[config.mk]
export PLATFORM = sky130hd
export DESIGN_NAME = halfstep_clkgen
export DESIGN_NICKNAME = d
export VERILOG_FILES = /design/src/rtl/hsp_pkg.sv /design/src/rtl/hsp_cfg_shadow.sv /design/src/rtl/hsp_src_dec.sv /design/src/rtl/hsp_phase_gen.sv /design/src/rtl/halfstep_clkgen.sv
export SDC_FILE = /design/constraint.sdc
export NUM_CORES = 1
export LEC_CHECK = 0
export BUFFER_PORTS_ARGS = -buffer_cell sky130_fd_sc_hd__buf_2
export CAP_MARGIN = 20
export CORE_MARGIN = 1.5
export CORE_UTILIZATION = 50
export CTS_BUF_LIST = sky130_fd_sc_hd__clkbuf_16
export DETAILED_ROUTE_END_ITERATION = 10
export PLACE_DENSITY = 0.68
export SKIP_LAST_GASP = 1
export SYNTH_ARGS = -nofsm -noshare
export SYNTH_HDL_FRONTEND = slang
export SYNTH_SLANG_ARGS = --single-unit
[constraint.sdc]
create_clock -name src_clk -period 6.5 [get_ports src_clk]
set_input_delay 0.65 -clock src_clk [delete_from_list [all_inputs] [get_ports src_clk]]
set_output_delay 0.65 -clock src_clk [all_outputs]
set_load 0.01 [all_outputs]
[src/rtl/hsp_pkg.sv]
`timescale 1ns/1ps
package hsp_pkg;
  localparam int DIV_W    = 7;
  localparam int CODE_W   = 2;
  localparam int CFG_W    = 16;
  localparam int CODE_LSB = 8;
  localparam int PSEL_BIT = 13;
  localparam int ESEL_BIT = 14;
  localparam int EN_BIT   = 15;
  localparam int HC_W     = DIV_W + 3;   // holds (3+3)*(2^DIV_W-1)
  localparam int SRC_W    = 2;

  typedef struct packed {
    logic              en;
    logic              ext_sel;
    logic              pll_sel;
    logic [CODE_W-1:0] code;
    logic [DIV_W-1:0]  div;
  } hsp_cfg_t;

  typedef enum logic [SRC_W-1:0] {
    SRC_XTAL = 2'd0,
    SRC_PLL1 = 2'd1,
    SRC_PLL2 = 2'd2
  } hsp_src_e;

  function automatic hsp_cfg_t unpack_cfg(input logic [CFG_W-1:0] w);
    hsp_cfg_t c;
    c.en      = w[EN_BIT];
    c.ext_sel = w[ESEL_BIT];
    c.pll_sel = w[PSEL_BIT];
    c.code    = w[CODE_LSB +: CODE_W];
    c.div     = w[DIV_W-1:0];
    return c;
  endfunction

  function automatic logic cfg_runs(input hsp_cfg_t c);
    return c.en && (c.code != '0) && (c.div >= DIV_W'(2));
  endfunction

  // period length in reference half-periods
  function automatic logic [HC_W-1:0] half_len(input hsp_cfg_t c);
    return (HC_W'(c.code) + HC_W'(3)) * HC_W'(c.div);
  endfunction
endpackage

[src/rtl/hsp_cfg_shadow.sv]
`timescale 1ns/1ps
module hsp_cfg_shadow
  import hsp_pkg::*;
(
  input  logic             clk,
  input  logic             rst,
  input  logic [CFG_W-1:0] cfg_word,
  input  logic             load,
  output hsp_cfg_t         act,
  output logic             err_q
);
  hsp_cfg_t incoming;
  assign incoming = unpack_cfg(cfg_word);

  always_ff @(posedge clk) begin
    if (rst) begin
      act   <= '0;
      err_q <= 1'b0;
    end else begin
      if (load) act <= incoming;
      err_q <= (incoming.div < DIV_W'(2));
    end
  end

  AST_ERR_FLAG: assert property (@(posedge clk) disable iff (rst)
    (incoming.div < DIV_W'(2)) |=> err_q);
endmodule

[src/rtl/hsp_src_dec.sv]
`timescale 1ns/1ps
module hsp_src_dec
  import hsp_pkg::*;
(
  input  logic             clk,
  input  logic             rst,
  input  logic [CFG_W-1:0] cfg_word,
  output logic [SRC_W-1:0] src_idx
);
  hsp_cfg_t c;
  hsp_src_e sel;
  assign c = unpack_cfg(cfg_word);

  always_comb begin
    if (!c.ext_sel)      sel = SRC_XTAL;
    else if (!c.pll_sel) sel = SRC_PLL1;
    else                 sel = SRC_PLL2;
  end

  always_ff @(posedge clk) begin
    if (rst) src_idx <= SRC_XTAL;
    else     src_idx <= sel;
  end

  AST_SRC_LEGAL: assert property (@(posedge clk) disable iff (rst)
    src_idx != 2'd3);
endmodule

[src/rtl/hsp_phase_gen.sv]
`timescale 1ns/1ps
module hsp_phase_gen #(
  parameter int HC_W = 10
) (
  input  logic            clk,
  input  logic            rst,
  input  logic            run,
  input  logic [HC_W-1:0] n_half,
  input  logic            next_runs,
  output logic            ph_hi,
  output logic            ph_lo,
  output logic            period_end
);
  logic [HC_W-1:0] pos;
  logic [HC_W:0]   n_ext, high_len, nxt, q;
  logic            q_wrap;

  always_comb begin
    n_ext      = {1'b0, n_half};
    high_len   = (n_ext + (HC_W+1)'(1)) >> 1;
    nxt        = {1'b0, pos} + (HC_W+1)'(2);
    q          = {1'b0, pos} + (HC_W+1)'(1);
    q_wrap     = (q >= n_ext);
    period_end = run && (nxt >= n_ext);
  end

  always_ff @(posedge clk) begin
    if (rst || !run) begin
      pos   <= '0;
      ph_hi <= 1'b0;
      ph_lo <= 1'b0;
    end else begin
      ph_hi <= ({1'b0, pos} < high_len);
      // second half wrapping into the next period is its first (high) half
      ph_lo <= q_wrap ? next_runs : (q < high_len);
      pos   <= period_end ? HC_W'(nxt - n_ext) : HC_W'(nxt);
    end
  end

  AST_POS_BOUND: assert property (@(posedge clk) disable iff (rst)
    run |-> (pos < n_half));
  AST_START_HIGH: assert property (@(posedge clk) disable iff (rst)
    (run && pos == '0) |=> ph_hi);
endmodule

[src/rtl/halfstep_clkgen.sv]
`timescale 1ns/1ps
module halfstep_clkgen
  import hsp_pkg::*;
(
  input  logic             src_clk,
  input  logic             rst,
  input  logic [CFG_W-1:0] cfg_word,
  output logic             clk_out,
  output logic [SRC_W-1:0] src_idx,
  output logic             config_error
);
  hsp_cfg_t        act;
  logic            run, load, period_end, ph_hi, ph_lo, next_runs;
  logic [HC_W-1:0] n_half;

  assign run       = cfg_runs(act);
  assign n_half    = half_len(act);
  assign next_runs = cfg_runs(unpack_cfg(cfg_word));
  assign load      = !run || period_end;

  hsp_cfg_shadow u_shadow (
    .clk(src_clk), .rst(rst), .cfg_word(cfg_word), .load(load),
    .act(act), .err_q(config_error)
  );

  hsp_phase_gen #(.HC_W(HC_W)) u_phase (
    .clk(src_clk), .rst(rst), .run(run), .n_half(n_half),
    .next_runs(next_runs), .ph_hi(ph_hi), .ph_lo(ph_lo),
    .period_end(period_end)
  );

  hsp_src_dec u_src (
    .clk(src_clk), .rst(rst), .cfg_word(cfg_word), .src_idx(src_idx)
  );

  // high phase of the reference shows ph_hi, low phase shows ph_lo
  assign clk_out = src_clk ? ph_hi : ph_lo;

  AST_LOAD_AT_END: assert property (@(posedge src_clk) disable iff (rst)
    (run && !period_end) |=> $stable(act));
  AST_STOP_LOW: assert property (@(posedge src_clk) disable iff (rst)
    !run |=> (!ph_hi && !ph_lo));
endmodule

==> results of run 1 <==
[layout by cell type, fill, tap and decap left out, types with 3 or more instances in the layout]
cell type | Yosys | layout
sky130_fd_sc_hd__nand4_1 | 3 | 3
sky130_fd_sc_hd__nor2_1 | 31 | 31
sky130_fd_sc_hd__o21ai_0 | 12 | 12
sky130_fd_sc_hd__o21a_1 | 5 | 5
sky130_fd_sc_hd__buf_2 | 1 | 17
sky130_fd_sc_hd__xnor2_1 | 21 | 21
sky130_fd_sc_hd__a31oi_1 | 6 | 6
sky130_fd_sc_hd__nor2b_1 | 15 | 15
sky130_fd_sc_hd__xor2_1 | 9 | 9
sky130_fd_sc_hd__nand3_1 | 12 | 12
sky130_fd_sc_hd__o21ai_1 | 3 | 3
sky130_fd_sc_hd__nor3b_1 | 4 | 4
sky130_fd_sc_hd__mux2i_1 | 16 | 16
sky130_fd_sc_hd__fa_1 | 7 | 7
sky130_fd_sc_hd__nand2_1 | 21 | 21
sky130_fd_sc_hd__ha_1 | 50 | 50
sky130_fd_sc_hd__nand2b_1 | 10 | 10
sky130_fd_sc_hd__dfxtp_1 | 25 | 25
sky130_fd_sc_hd__a21oi_1 | 16 | 16
sky130_fd_sc_hd__inv_1 | 20 | 20
sky130_fd_sc_hd__a21o_1 | 7 | 7
sky130_fd_sc_hd__clkbuf_16 | 0 | 6
sky130_fd_sc_hd__nor3_1 | 6 | 6
sky130_fd_sc_hd__a211oi_2 | 4 | 4
[state kept, by name, indices dropped and copies added, names as in the netlist]
register and cells:
u_shadow.act 10, u_src.src_idx 2, u_phase.ph_lo 1, u_phase.ph_hi 1, u_phase.pos 10, u_shadow.err_q 1
[power by group through the flow]
stage / sequential [mW] / clock, mW / combinational, mW
after detailed placement: 0.171 / 0.00368 / 0.285
after floorplan: 0.168 / 0.00307 / 0.231
final: 0.167 / 0.240 / 0.287
after global routing: 0.168 / 0.251 / 0.328
after global placement: 0.171 / 0.00368 / 0.278
after CTS: 0.167 / 0.242 / 0.289
[per-layer routing]
metal | up-vias | share of wire (%)
met2 | 20 | 50
met1 | 1160 | 47
met5 | - | 0
met3 | 7 | 1.5
met4 | 0 | 1.3
li1 | 1276 | -
[kinds of logic (layout without fill, tap and decap cells)]
kind of cell	count (synthesis)	after routing	share of synthesized area [%]
and+or+nand+nor	118	118	20.9
AOI/OAI and AO/OA	69	69	16.7
adders and majority gates	59	59	26.4
xor gates and xnor gates	31	31	9.35
buffers and inverters	27	44	3.69
DFF	25	25	16.8
muxes	18	18	6.12
[stage by stage]
stage,hold slack [ps],instance area [um^2],worst slack (ps),cells
5_1_grt,446,3280,498,436
3_5_place_dp,497,3120,958,429
3_3_place_gp,485,3120,1070,429
4_1_cts,435,3280,890,436
6_report,435,3280,901,436
2_1_floorplan,460,2980,1960,347
[final cells by class]
type                    count  area share [%]
inverters                  20            2.29
multi-input cells         295            72.3
clock buffers               7            4.73
flip-flops and latches     25            15.3
well taps                  72            2.75
repair buffers             16            2.44
clock inverters             1           0.229
[critical path: stages, from the launching register on]
cell	delay, ps
sky130_fd_sc_hd__dfxtp_1	460
sky130_fd_sc_hd__inv_1	150
sky130_fd_sc_hd__ha_1	410
sky130_fd_sc_hd__nand2b_1	200
sky130_fd_sc_hd__fa_1	510
sky130_fd_sc_hd__inv_1	40
sky130_fd_sc_hd__ha_1	230
sky130_fd_sc_hd__fa_1	430
sky130_fd_sc_hd__a211oi_2	260
sky130_fd_sc_hd__nor2_1	90
sky130_fd_sc_hd__xor2_1	450
sky130_fd_sc_hd__inv_1	160
sky130_fd_sc_hd__ha_1	360
sky130_fd_sc_hd__and4_1	230
sky130_fd_sc_hd__and3_1	200
sky130_fd_sc_hd__o31ai_4	300
sky130_fd_sc_hd__nand3_1	550
sky130_fd_sc_hd__mux2i_1	370
sky130_fd_sc_hd__nor2_1	70
[worst min path at each step]
| stage | end | cells after the start |
|---|---|---|
| 2_1_floorplan | u_shadow.act[8]$_SDFFE_PP0P_ | 2 |
| 3_5_place_dp | u_shadow.act[8]$_SDFFE_PP0P_ | 2 |
| 4_1_cts | u_src.src_idx[0]$_SDFF_PP0_ | 2 |
| 5_1_grt | u_src.src_idx[0]$_SDFF_PP0_ | 2 |
| 6_report | u_src.src_idx[0]$_SDFF_PP0_ | 2 |
| 3_3_place_gp | u_shadow.act[8]$_SDFFE_PP0P_ | 2 |
==> parameters.txt, run 1 <==
Parameter                              Value

Timing
  Sum Neg Setup Slack ... 0 ps
  Highest achievable clock rate ... 179 MHz
  Worst clock skew ... between 3 and 4 ps
  Count of pins over their slew limit ... 0
  Final cycle utilization of the critical path ... 86.1%
  Measured slew at the worst slew-check pin ... approximately 740 ps
  Setup repair after global routing missed its margin ... no
  Min cycle time layout ... 5600 ps
  Count of final hold-check violations ... 0
  Final setup viols ... 0
  Max-slew headroom ... 50.3%

CTS
  Number of buffers added for setup after CTS ... 0
  Clock network latency to the later pin of the worst-skew pair ... roughly 380 ps
  Hold buffer count at CTS ... 0
  Number of cells upsized or downsized after cts ... 0
  Clock slew seen by the registers of the worst setup and hold paths ... 70 ps
  Clock tree from TritonCTS ... done

Final layout
  Area overhead of the layout relative to synthesis ... 9.98%
  Fraction of layout cells with a size suffix above 1 ... 11.0%
  Area of the multi-input gates ... between 2000 and 2500 um^2
  Fillcell total ... approximately 540
  Total Nets Final ... 440
  Core utilization of the finished layout ... around 58%
  Total inserted antenna cells ... 0
  Register area ... about 500 um^2

Power
  Standby leakage power ... 1.61 nW
  Part of the power in registers ... 24.1%
  Switching Fraction ... 35.3%
  Internal power ... around 0.45 mW
  Net switching component of the power ... 0.245 mW
  Part of the power in the clock network ... between 30% and 40%
  Power Dens Cells ... 212 nW/um^2
  VDD IR-drop max ... 0.109 mV
  Total chip power ... 0.694 mW
  Combinational group share of total power ... 41.4%

Critical path
  Data arrival, critical path ... 5860 ps
  CP startpoint ... u_shadow.act[7]$_SDFFE_PP0P_
  Endpoint of the most critical setup path ... u_shadow.act[8]$_SDFFE_PP0P_
  Number of cells on the worst reg-to-reg path ... 18
  Worst Setup Start Kind ... register
  Top fanout value on the critical path ... 10
  Endpoint kind of the worst setup timing path ... register
  Data required time at the worst endpoint ... 6760 ps
  Classification of the worst setup path ... reg -> reg
  Worst reg2reg setup slack ... 900 ps
  Reg2reg end ... u_shadow.act[8]$_SDFFE_PP0P_
  Worst R2R Start ... u_shadow.act[7]$_SDFFE_PP0P_

Drt
  DRT antenna net count ... 0
  Detailed-router iteration count before antenna repair ... 4
  Vias per inst ... 5.65
  Total via count in the routed design ... 2463
  Number of remaining DRC errors ... 0
  Total wire length ... 6490 um
  Post-DR wirelength/cell ... 14.9 um
  Starting DRT DRC Count ... 67

Floorplanning
  Die span in x ... 80.2 um
  Placeable Area ... 5640 um^2
  Site row count ... 27
  Initial core utilization ... 52.9%
  IO Pins ... 22
  Full die area ... 6440 um^2
  Die height ... ~80 um

GRT
  Initial antenna violation count ... 0
  Total overflow reported by the global router ... 0
  Pin count of the biggest net entering global routing ... 16
  Layer with the highest usage after global routing ... met2
  GRT Resource Usage Total ... 23.0%
  Wire length of the first global-routing pass ... 11500 um
  Global-route met3 utilization ... approximately 2.7%
  Vias in the first global route ... around 2600
  Routing usage on met2 ... around two fifths
  Met1 track demand over resource in global routing ... between 20 and 30%

Synth
  Sequential share of the synthesized area ... 16.8%
  Share of Yosys cell area claimed by the top area cell type ... about a fifth
  Top cell type by total area after synthesis ... sky130_fd_sc_hd__ha_1
  Main flop type after synthesis ... sky130_fd_sc_hd__dfxtp_1
  Synth top cells by count ... 50 x sky130_fd_sc_hd__ha_1, 31 x sky130_fd_sc_hd__nor2_1, 25 x sky130_fd_sc_hd__dfxtp_1, 21 x sky130_fd_sc_hd__nand2_1, 21 x sky130_fd_sc_hd__xnor2_1
  Number of warnings reported in the yosys synthesis log ... 0
  Synth async-reset ratio ... 0%
  Cell types with the largest area share after synthesis ... sky130_fd_sc_hd__ha_1 21%, sky130_fd_sc_hd__dfxtp_1 17%, sky130_fd_sc_hd__xnor2_1 6.2%
  Post-synthesis cell count ... 347
  Net count of the mapped netlist ... between 400 and 500
  Most repeated cell in the gate-level netlist after synthesis ... sky130_fd_sc_hd__ha_1
  Number of enable-type register cells in the synthesized netlist ... 0
  Synth cell types ... 54
  Post-synthesis sequential element count ... 25
  Cell Area, Synth ... 2980 um^2
  Post-synthesis area per instance ... between 8 and 9 um^2

Placed design
  Half-perimeter wire length of the detailed placement result ... 5270 um
  Number of buffers inserted by port buffering ... 17
  Last weighted congestion value of the routability-driven placer ... 0.819

Run
  Max-Cap Viols ... 0

Hold path
  Hold wc startpoint ... cfg_word[13]
  Class of the tightest hold or removal check ... in -> reg

Run status
  Run status ... complete, no violations
No activity file was read; power rests on OpenSTA's default activity.
==> run 2, diff against run 1 <==
Settings changed: ABC_AREA from default to 1, HOLD_SLACK_MARGIN from default to 0.1.
==> run 2 against run 1 <==
  * Via count increased by 11%
  * Global-route usage increased by 1.0 points
  * Critical path depth increased by 6
  * Highest routed layer unchanged
  * Core utilization decreased by 0.90 points
==> parameters.txt, run 2 <==
Parameter                              Value

Timing
  Sum Neg Setup Slack ... 0 ps (unchanged)
  Setup repair after global routing missed its margin ... no (unchanged)
  Measured slew at the worst slew-check pin ... 709 ps (was 742 ps)
  Min cycle time layout ... 4690 ps (was 5600 ps)
  Max-slew headroom ... 52.5% (was 50.3%)
  Final setup viols ... 0 (unchanged)
  Count of final hold-check violations ... 0 (unchanged)
  Hold WS ... 437 ps (was 435 ps)
  Final cycle utilization of the critical path ... 72.2% (was 86.1%)
  Count of pins over their slew limit ... 0 (unchanged)
  Highest achievable clock rate ... 213 MHz (was 179 MHz)
  Worst clock skew ... 1.89 ps (was 3.79 ps)

Synth
  Number of warnings reported in the yosys synthesis log ... 0 (unchanged)
  Synth cell types ... 43 (was 54)
  Net count of the mapped netlist ... 504 (was 422)
  Xor and xnor area share after synthesis ... 7.17% (was 9.35%)
  Post-synthesis area per instance ... 7.08 um^2 (was 8.60 um^2)
  Synth async-reset ratio ... 0% (unchanged)
  Post-synthesis sequential element count ... 25 (unchanged)
  Cell Area, Synth ... 3040 um^2 (was 2980 um^2)
  Adder-Cell Fraction of Synth Area ... 25.2% (was 26.4%)
  Cell types with the largest area share after synthesis ... sky130_fd_sc_hd__ha_1 21%, sky130_fd_sc_hd__dfxtp_1 16%, sky130_fd_sc_hd__nand2_1 9.4% (was sky130_fd_sc_hd__ha_1 21%, sky130_fd_sc_hd__dfxtp_1 17%, sky130_fd_sc_hd__xnor2_1 6.2%)
  Synth top cells by count ... 76 x sky130_fd_sc_hd__nand2_1, 59 x sky130_fd_sc_hd__nor2_1, 58 x sky130_fd_sc_hd__inv_1, 50 x sky130_fd_sc_hd__ha_1, 29 x sky130_fd_sc_hd__a21oi_1 (was 50 x sky130_fd_sc_hd__ha_1, 31 x sky130_fd_sc_hd__nor2_1, 25 x sky130_fd_sc_hd__dfxtp_1, 21 x sky130_fd_sc_hd__nand2_1, 21 x sky130_fd_sc_hd__xnor2_1)
  Dominant combinational cell family by area after synthesis ... simple AND/OR/NAND/NOR gates (was adder cells)
  Compound-gate portion of the synthesized area ... 12.7% (was 16.7%)
  Main flop type after synthesis ... sky130_fd_sc_hd__dfxtp_1 (unchanged)
  Post-synthesis mux area share ... 0.700% (was 6.12%)
  Sequential share of the synthesized area ... 16.5% (was 16.8%)
  Simple logic cell fraction of the synthesized area ... 29.8% (was 20.9%)
  Post-synthesis cell count ... 429 (was 347)
  Number of enable-type register cells in the synthesized netlist ... 0 (unchanged)
  Most repeated cell in the gate-level netlist after synthesis ... sky130_fd_sc_hd__nand2_1 (was sky130_fd_sc_hd__ha_1)
  Top cell type by total area after synthesis ... sky130_fd_sc_hd__ha_1 (unchanged)
  Share of Yosys cell area claimed by the top area cell type ... 20.6% (was 21.0%)

Final layout
  Most frequent cells in the layout ... 76 x sky130_fd_sc_hd__nand2_1, 59 x sky130_fd_sc_hd__nor2_1, 58 x sky130_fd_sc_hd__inv_1 (was 50 x sky130_fd_sc_hd__ha_1, 31 x sky130_fd_sc_hd__nor2_1, 25 x sky130_fd_sc_hd__dfxtp_1)
  Top Registers ... u_phase.pos (10), u_shadow.act (10), u_src.src_idx (2) (unchanged)
  Final Instance Count excl. Fillers ... 527 (was 436)
  Total inserted antenna cells ... 0 (unchanged)
  Area overhead of the layout relative to synthesis ... 11.0% (was 9.98%)
  Fraction of layout cells with a size suffix above 1 ... 12.4% (was 11.0%)
  Total Nets Final ... 528 (was 440)
  Most common library cell in the layout ignoring fill and taps ... sky130_fd_sc_hd__nand2_1 (was sky130_fd_sc_hd__ha_1)
  Core utilization of the finished layout ... 57.2% (was 58.2%)

Power
  Total chip power ... 0.783 mW (was 0.694 mW)
  Power Dens Cells ... 232 nW/um^2 (was 212 nW/um^2)
  VDD IR-drop max ... 0.190 mV (was 0.109 mV)
  Standby leakage power ... 1.80 nW (was 1.61 nW)

Drt
  Total wire length ... 6880 um (was 6490 um)
  Number of remaining DRC errors ... 0 (unchanged)
  DRT antenna net count ... 0 (unchanged)
  Detailed-router iteration count before antenna repair ... 4 (unchanged)
  Starting DRT DRC Count ... 103 (was 67)
  Total via count in the routed design ... 2728 (was 2463)
  Vias per inst ... 5.18 (was 5.65)
  Post-DR wirelength/cell ... 13.0 um (was 14.9 um)

GRT
  Vias in the first global route ... 2732 (was 2551)
  Wire length of the first global-routing pass ... 12100 um (was 11500 um)
  GRT Resource Usage Total ... 24.0% (was 23.0%)
  Total overflow reported by the global router ... 0 (unchanged)
  Initial antenna violation count ... 0 (unchanged)
  Pin count of the biggest net entering global routing ... 16 (unchanged)

Critical path
  Worst R2R Start ... u_shadow.act[7]$_SDFFE_PP0P_ (unchanged)
  Number of cells on the worst reg-to-reg path ... 24 (was 18)
  Data arrival, critical path ... 4960 ps (was 5860 ps)
  Endpoint kind of the worst setup timing path ... register (unchanged)
  Endpoint of the most critical setup path ... u_shadow.act[1]$_SDFFE_PP0P_ (was u_shadow.act[8]$_SDFFE_PP0P_)
  CP startpoint ... u_shadow.act[7]$_SDFFE_PP0P_ (unchanged)
  Top fanout value on the critical path ... 10 (unchanged)
  Worst reg2reg setup slack ... 1810 ps (was 900 ps)
  Data required time at the worst endpoint ... 6770 ps (was 6760 ps)
  Classification of the worst setup path ... reg -> reg (unchanged)
  Worst Setup Start Kind ... register (unchanged)
  Reg2reg end ... u_shadow.act[1]$_SDFFE_PP0P_ (was u_shadow.act[8]$_SDFFE_PP0P_)

Run status
  Run status ... complete, no violations (unchanged)

Floorplanning
  Full die area ... 6550 um^2 (was 6440 um^2)
  Die height ... 80.9 um (was 80.2 um)
  Placeable Area ... 5890 um^2 (was 5640 um^2)
  Initial core utilization ... 51.6% (was 52.9%)
  Site row count ... 28 (was 27)
  IO Pins ... 22 (unchanged)
  Die span in x ... 80.9 um (was 80.2 um)

CTS
  Number of cells upsized or downsized after cts ... 0 (unchanged)
  Clock network latency to the later pin of the worst-skew pair ... 370 ps (was 380 ps)
  Hold buffer count at CTS ... 0 (unchanged)
  Clock tree from TritonCTS ... done (unchanged)
  Clock slew seen by the registers of the worst setup and hold paths ... 60 ps (was 70 ps)
  Number of buffers added for setup after CTS ... 0 (unchanged)

Hold path
  Class of the tightest hold or removal check ... in -> reg (unchanged)
  Hold wc startpoint ... cfg_word[13] (unchanged)

Placed design
  Number of buffers inserted by port buffering ... 17 (unchanged)
  Instance count after placement with tap cells included ... 520 (was 429)
  Half-perimeter wire length of the detailed placement result ... 5720 um (was 5270 um)
  Last weighted congestion value of the routability-driven placer ... 0.835 (was 0.819)

Run
  Max-Cap Viols ... 0 (unchanged)
## run 2: per-layer routing
metal / vias up / GRT usage, % / wire (um) / share of wire [%]
met5: - / 0 / 0 / 0
met4: 0 / 13.8 / 310 / 4.5
met3: 18 / 3.03 / 162 / 2.4
met2: 51 / 36.5 / 2850 / 41
met1: 1201 / 32.4 / 3560 / 52
li1: 1458 / - / - / -
## run 2: cell families (layout without fill, tap and decap cells)
kind of cell / after synthesis / after routing
multiplexers: 2 / 2
AO/OA/AOI/OAI: 69 / 69
flip-flops: 25 / 25
AND/OR/NAND/NOR: 190 / 190
adder cells (fa/ha/maj): 57 / 57
buffers and inverters: 62 / 85
XOR/XNOR: 24 / 24
## run 2: report_power, final
group	total [mW]	internal, mW	switching, mW
clock network	0.235	0.165	0.0699
registers	0.170	0.161	0.00848
logic	0.378	0.137	0.241
total	0.783	0.464	0.320
## run 2: layout make-up
type                    count  area (um^2)
repair buffers             16         80.1
fillers                   563         2520
flip-flops and latches     25          500
multi-input cells         342         2300
well taps                  75         93.8
clock inverters             1         7.51
clock buffers               7          155
inverters                  61          236
## run 2: worst min-delay path by stage
stage | endpoint | slack [ps] | depth (start not counted)
5_1_grt | u_src.src_idx[0]$_SDFF_PP0_ | 450 | 2
2_1_floorplan | u_shadow.act[8]$_SDFFE_PP0P_ | 460 | 2
3_5_place_dp | u_shadow.act[8]$_SDFFE_PP0P_ | 490 | 2
3_3_place_gp | u_shadow.act[8]$_SDFFE_PP0P_ | 470 | 2
6_report | u_src.src_idx[0]$_SDFF_PP0_ | 440 | 2
4_1_cts | u_src.src_idx[0]$_SDFF_PP0_ | 430 | 2
## run 2: worst max-delay path: stages (launching register included)
cell,delay (ps)
sky130_fd_sc_hd__dfxtp_1,430
sky130_fd_sc_hd__inv_1,140
sky130_fd_sc_hd__ha_1,390
sky130_fd_sc_hd__inv_1,120
sky130_fd_sc_hd__nand2_1,70
sky130_fd_sc_hd__fa_1,510
sky130_fd_sc_hd__inv_1,40
sky130_fd_sc_hd__ha_1,230
sky130_fd_sc_hd__fa_1,440
sky130_fd_sc_hd__nand2_1,90
sky130_fd_sc_hd__nand2_1,90
sky130_fd_sc_hd__nand3_1,100
sky130_fd_sc_hd__nand3_1,70
sky130_fd_sc_hd__nand2_1,210
sky130_fd_sc_hd__inv_1,140
sky130_fd_sc_hd__ha_1,370
sky130_fd_sc_hd__a21oi_1,190
sky130_fd_sc_hd__a21boi_0,200
sky130_fd_sc_hd__nand2_1,90
sky130_fd_sc_hd__nand2_2,80
sky130_fd_sc_hd__nand2_4,110
sky130_fd_sc_hd__nor2_8,190
sky130_fd_sc_hd__inv_4,90
sky130_fd_sc_hd__nor2_1,130
sky130_fd_sc_hd__nor2_1,60
## run 2: per-stage QoR
step	instance area (um^2)	setup WS, ps
after detailed placement	3210	1900
after CTS	3370	1800
after global placement	3210	1940
after floorplan	3040	2320
final	3370	1810
after global routing	3370	1390
==> run 3, diff against run 2 <==
Settings changed: PLACE_DENSITY 0.68 to 0.71.
Clock period 6.5 ns to 3.82 ns, I/O delays scaled along.
==> run 3 against run 2 <==
  * The run now ends with negative setup slack left
  * Clock skew increased by 3.2 ps
  * Largest cell class unchanged
  * Critical path type unchanged
  * Total power increased by 110%
  * Worst setup slack worse by 1800 ps
  * Sequential power is 71% higher
  * Critical path depth rose by 1
  * Via count rose by 14%
==> parameters.txt, run 3 (same netlist as run 2, synthesis figures left out) <==
Parameter                              Value

Final layout
  Total inserted antenna cells ... 0 (unchanged)
  Register area ... 503 um^2 (was 500 um^2)
  Core utilization of the finished layout ... 70.8% (was 57.2%)
  Fraction of layout cells with a size suffix above 1 ... 35.6% (was 12.4%)
  Most frequent cells in the layout ... 62 x sky130_fd_sc_hd__nand2_1, 53 x sky130_fd_sc_hd__nor2_1, 51 x sky130_fd_sc_hd__inv_1 (was 76 x sky130_fd_sc_hd__nand2_1, 59 x sky130_fd_sc_hd__nor2_1, 58 x sky130_fd_sc_hd__inv_1)
  Top Registers ... u_phase.pos (10), u_shadow.act (10), u_src.src_idx (2) (unchanged)
  Total Nets Final ... 570 (was 528)
  Final Instance Count excl. Fillers ... 569 (was 527)
  Fillcell total ... 453 (was 563)
  Most common library cell in the layout ignoring fill and taps ... sky130_fd_sc_hd__nand2_1 (unchanged)
  Area of the multi-input gates ... 2740 um^2 (was 2300 um^2)
  Area overhead of the layout relative to synthesis ... 37.2% (was 11.0%)

Critical path
  Cell repeated most along the worst path ... sky130_fd_sc_hd__inv_1 (was sky130_fd_sc_hd__nand2_1)
  Worst Setup Start Kind ... register (unchanged)
  Top fanout value on the critical path ... 3 (was 10)
  Slowest stage cell on the critical path ... sky130_fd_sc_hd__fa_2 (was sky130_fd_sc_hd__fa_1)
  Worst R2R Start ... u_shadow.act[7]$_SDFFE_PP0P_ (unchanged)
  Data required time at the worst endpoint ... 4090 ps (was 6770 ps)
  Worst path max stage delay ... 610 ps (was 510 ps)
  CP startpoint ... u_shadow.act[7]$_SDFFE_PP0P_ (unchanged)
  Reg2reg end ... u_phase.ph_lo$_SDFF_PP0_ (was u_shadow.act[1]$_SDFFE_PP0P_)
  Classification of the worst setup path ... reg -> reg (unchanged)
  Number of cells on the worst reg-to-reg path ... 25 (was 24)
  Endpoint kind of the worst setup timing path ... register (unchanged)
  Worst reg2reg setup slack ... -40 ps (was 1810 ps)
  Data arrival, critical path ... 4130 ps (was 4960 ps)

Power
  Standby leakage power ... 2.04 nW (was 1.80 nW)
  VDD IR-drop max ... 0.436 mV (was 0.190 mV)
  Power Dens Cells ... 399 nW/um^2 (was 232 nW/um^2)

Timing
  Final cycle utilization of the critical path ... 101% (was 72.2%)
  Count of final hold-check violations ... 0 (unchanged)
  Measured slew at the worst slew-check pin ... 1160 ps (was 709 ps)
  Worst setup margin ... -38.9 ps (was 1810 ps)
  Setup repair after global routing missed its margin ... yes (was no)
  Final setup viols ... 8 (was 0)
  Count of pins over their slew limit ... 0 (unchanged)
  Sum Neg Setup Slack ... -134 ps (was 0 ps)
  Worst clock skew ... 5.05 ps (was 1.89 ps)
  Hold WS ... 166 ps (was 437 ps)
  Max-slew headroom ... 22.2% (was 52.5%)
  Min cycle time layout ... 3860 ps (was 4690 ps)
  Highest achievable clock rate ... 259 MHz (was 213 MHz)

Placed design
  Number of buffers inserted by port buffering ... 17 (unchanged)
  Half-perimeter wire length of the detailed placement result ... 5870 um (was 5720 um)
  Instance count after placement with tap cells included ... 550 (was 520)
  Last weighted congestion value of the routability-driven placer ... 0.948 (was 0.835)

GRT
  GRT Resource Usage Total ... 24.6% (was 24.0%)
  Total overflow reported by the global router ... 0 (unchanged)
  Wire length of the first global-routing pass ... 12400 um (was 12100 um)
  Vias in the first global route ... 2784 (was 2732)
  Pin count of the biggest net entering global routing ... 16 (unchanged)
  Initial antenna violation count ... 0 (unchanged)

Drt
  Starting DRT DRC Count ... 157 (was 103)
  DRT antenna net count ... 0 (unchanged)
  Post-DR wirelength/cell ... 14.7 um (was 13.0 um)
  Total via count in the routed design ... 3117 (was 2728)
  Total wire length ... 8340 um (was 6880 um)
  Vias per inst ... 5.48 (was 5.18)
  Number of remaining DRC errors ... 0 (unchanged)
  Detailed-router iteration count before antenna repair ... 5 (was 4)

Hold path
  Cell depth of the worst min-delay path ... 2 (unchanged)
  Hold wc startpoint ... cfg_word[13] (unchanged)
  Hold endpoint ... u_src.src_idx[0]$_SDFF_PP0_ (unchanged)
  Class of the tightest hold or removal check ... in -> reg (unchanged)

CTS
  Clock network latency to the later pin of the worst-skew pair ... 380 ps (was 370 ps)
  Clock slew seen by the registers of the worst setup and hold paths ... 70 ps (was 60 ps)
  Clock tree from TritonCTS ... done (unchanged)

Run
  Max-Cap Viols ... 0 (unchanged)

Floorplanning
  Placeable Area ... 5890 um^2 (unchanged)
  Full die area ... 6550 um^2 (unchanged)
  Die height ... 80.9 um (unchanged)
  Site row count ... 28 (unchanged)
  Die span in x ... 80.9 um (unchanged)
  Initial core utilization ... 51.6% (unchanged)
  IO Pins ... 22 (unchanged)

Run status
  Run status ... finished with violations (was complete, no violations)
  Violated checks ... negative setup slack
-- run 3: changes by cell type in the layout (fill, tap and decap cells not counted), moves of 7 or more --
cell | previous run | this run
sky130_fd_sc_hd__ha_1 | 50 | 36
sky130_fd_sc_hd__nand2_1 | 76 | 62
sky130_fd_sc_hd__o21ai_0 | 19 | 5
sky130_fd_sc_hd__a21oi_1 | 29 | 20
sky130_fd_sc_hd__o21ai_2 | 1 | 14
sky130_fd_sc_hd__nand2_2 | 3 | 14
sky130_fd_sc_hd__inv_1 | 58 | 51
sky130_fd_sc_hd__buf_4 | 0 | 36
sky130_fd_sc_hd__a21oi_2 | 1 | 8
sky130_fd_sc_hd__ha_4 | 0 | 12
-- run 3: worst max-delay path by stage --
stage | endpoint | slack [ps] | cells after the start
4_1_cts | u_phase.ph_lo$_SDFF_PP0_ | -40 | 25
2_1_floorplan | u_shadow.act[4]$_SDFFE_PP0P_ | 30 | 24
5_1_grt | u_phase.ph_lo$_SDFF_PP0_ | -240 | 27
3_5_place_dp | u_shadow.act[4]$_SDFFE_PP0P_ | -190 | 24
3_3_place_gp | u_shadow.act[5]$_SDFFE_PP0P_ | -90 | 24
6_report | u_phase.ph_lo$_SDFF_PP0_ | -40 | 25
-- run 3: area by class of cell --
class                      instances  area share (%)
tap                               75            2.25
timing repair inverter             1           0.150
clock inverter                     1           0.180
sequential                        25            12.1
clock buffer                       7            3.72
inverter                          61            6.04
multi-input combinational        342            65.8
timing repair buffer              57            9.76
-- run 3: per-layer routing --
| metal | GRT usage (%) | vias up | routed length [um] |
|---|---|---|---|
| li1 | - | 1546 | - |
| met1 | 31.7 | 1467 | 3650 |
| met2 | 41.7 | 86 | 4150 |
| met3 | 3.03 | 18 | 377 |
| met4 | 9.14 | 0 | 167 |
| met5 | 0 | - | 0 |
-- run 3: critical path, delay by kind of cell (launching register included) --
family,cells,cell delay [ps]
XOR/XNOR,1,80
adder cells (fa/ha/maj),5,1830
flip-flops,1,350
AND/OR/NAND/NOR,11,920
AO/OA/AOI/OAI,3,260
buffers and inverters,5,290
-- run 3: repair_timing --
item / 4_1_cts / 5_1_grt
setup endpoints to repair: 22 / 22
gates cloned: 0 / 1
gates resized for setup: 26 / 89
setup buffers: 4 / 7
hold buffers: 0 / 0
pin swaps: 16 / 28
-- run 3: metrics by stage --
stage	worst slack [ps]	total power, mW	cell area [um^2]
global placement	-93.8	1.02	3460
finish	-38.9	1.66	4170
detailed placement	-194	1.04	3460
global route	-241	1.78	4170
CTS	-39.0	1.49	3760
floorplan	33.3	0.806	3060
-- run 3: power by group --
part	leakage [nW]	internal (mW)	total, mW	switching, mW
Combinational	1.75	0.419	0.974	0.555
Sequential	0.205	0.275	0.290	0.0145
Clock	0.0850	0.281	0.400	0.119
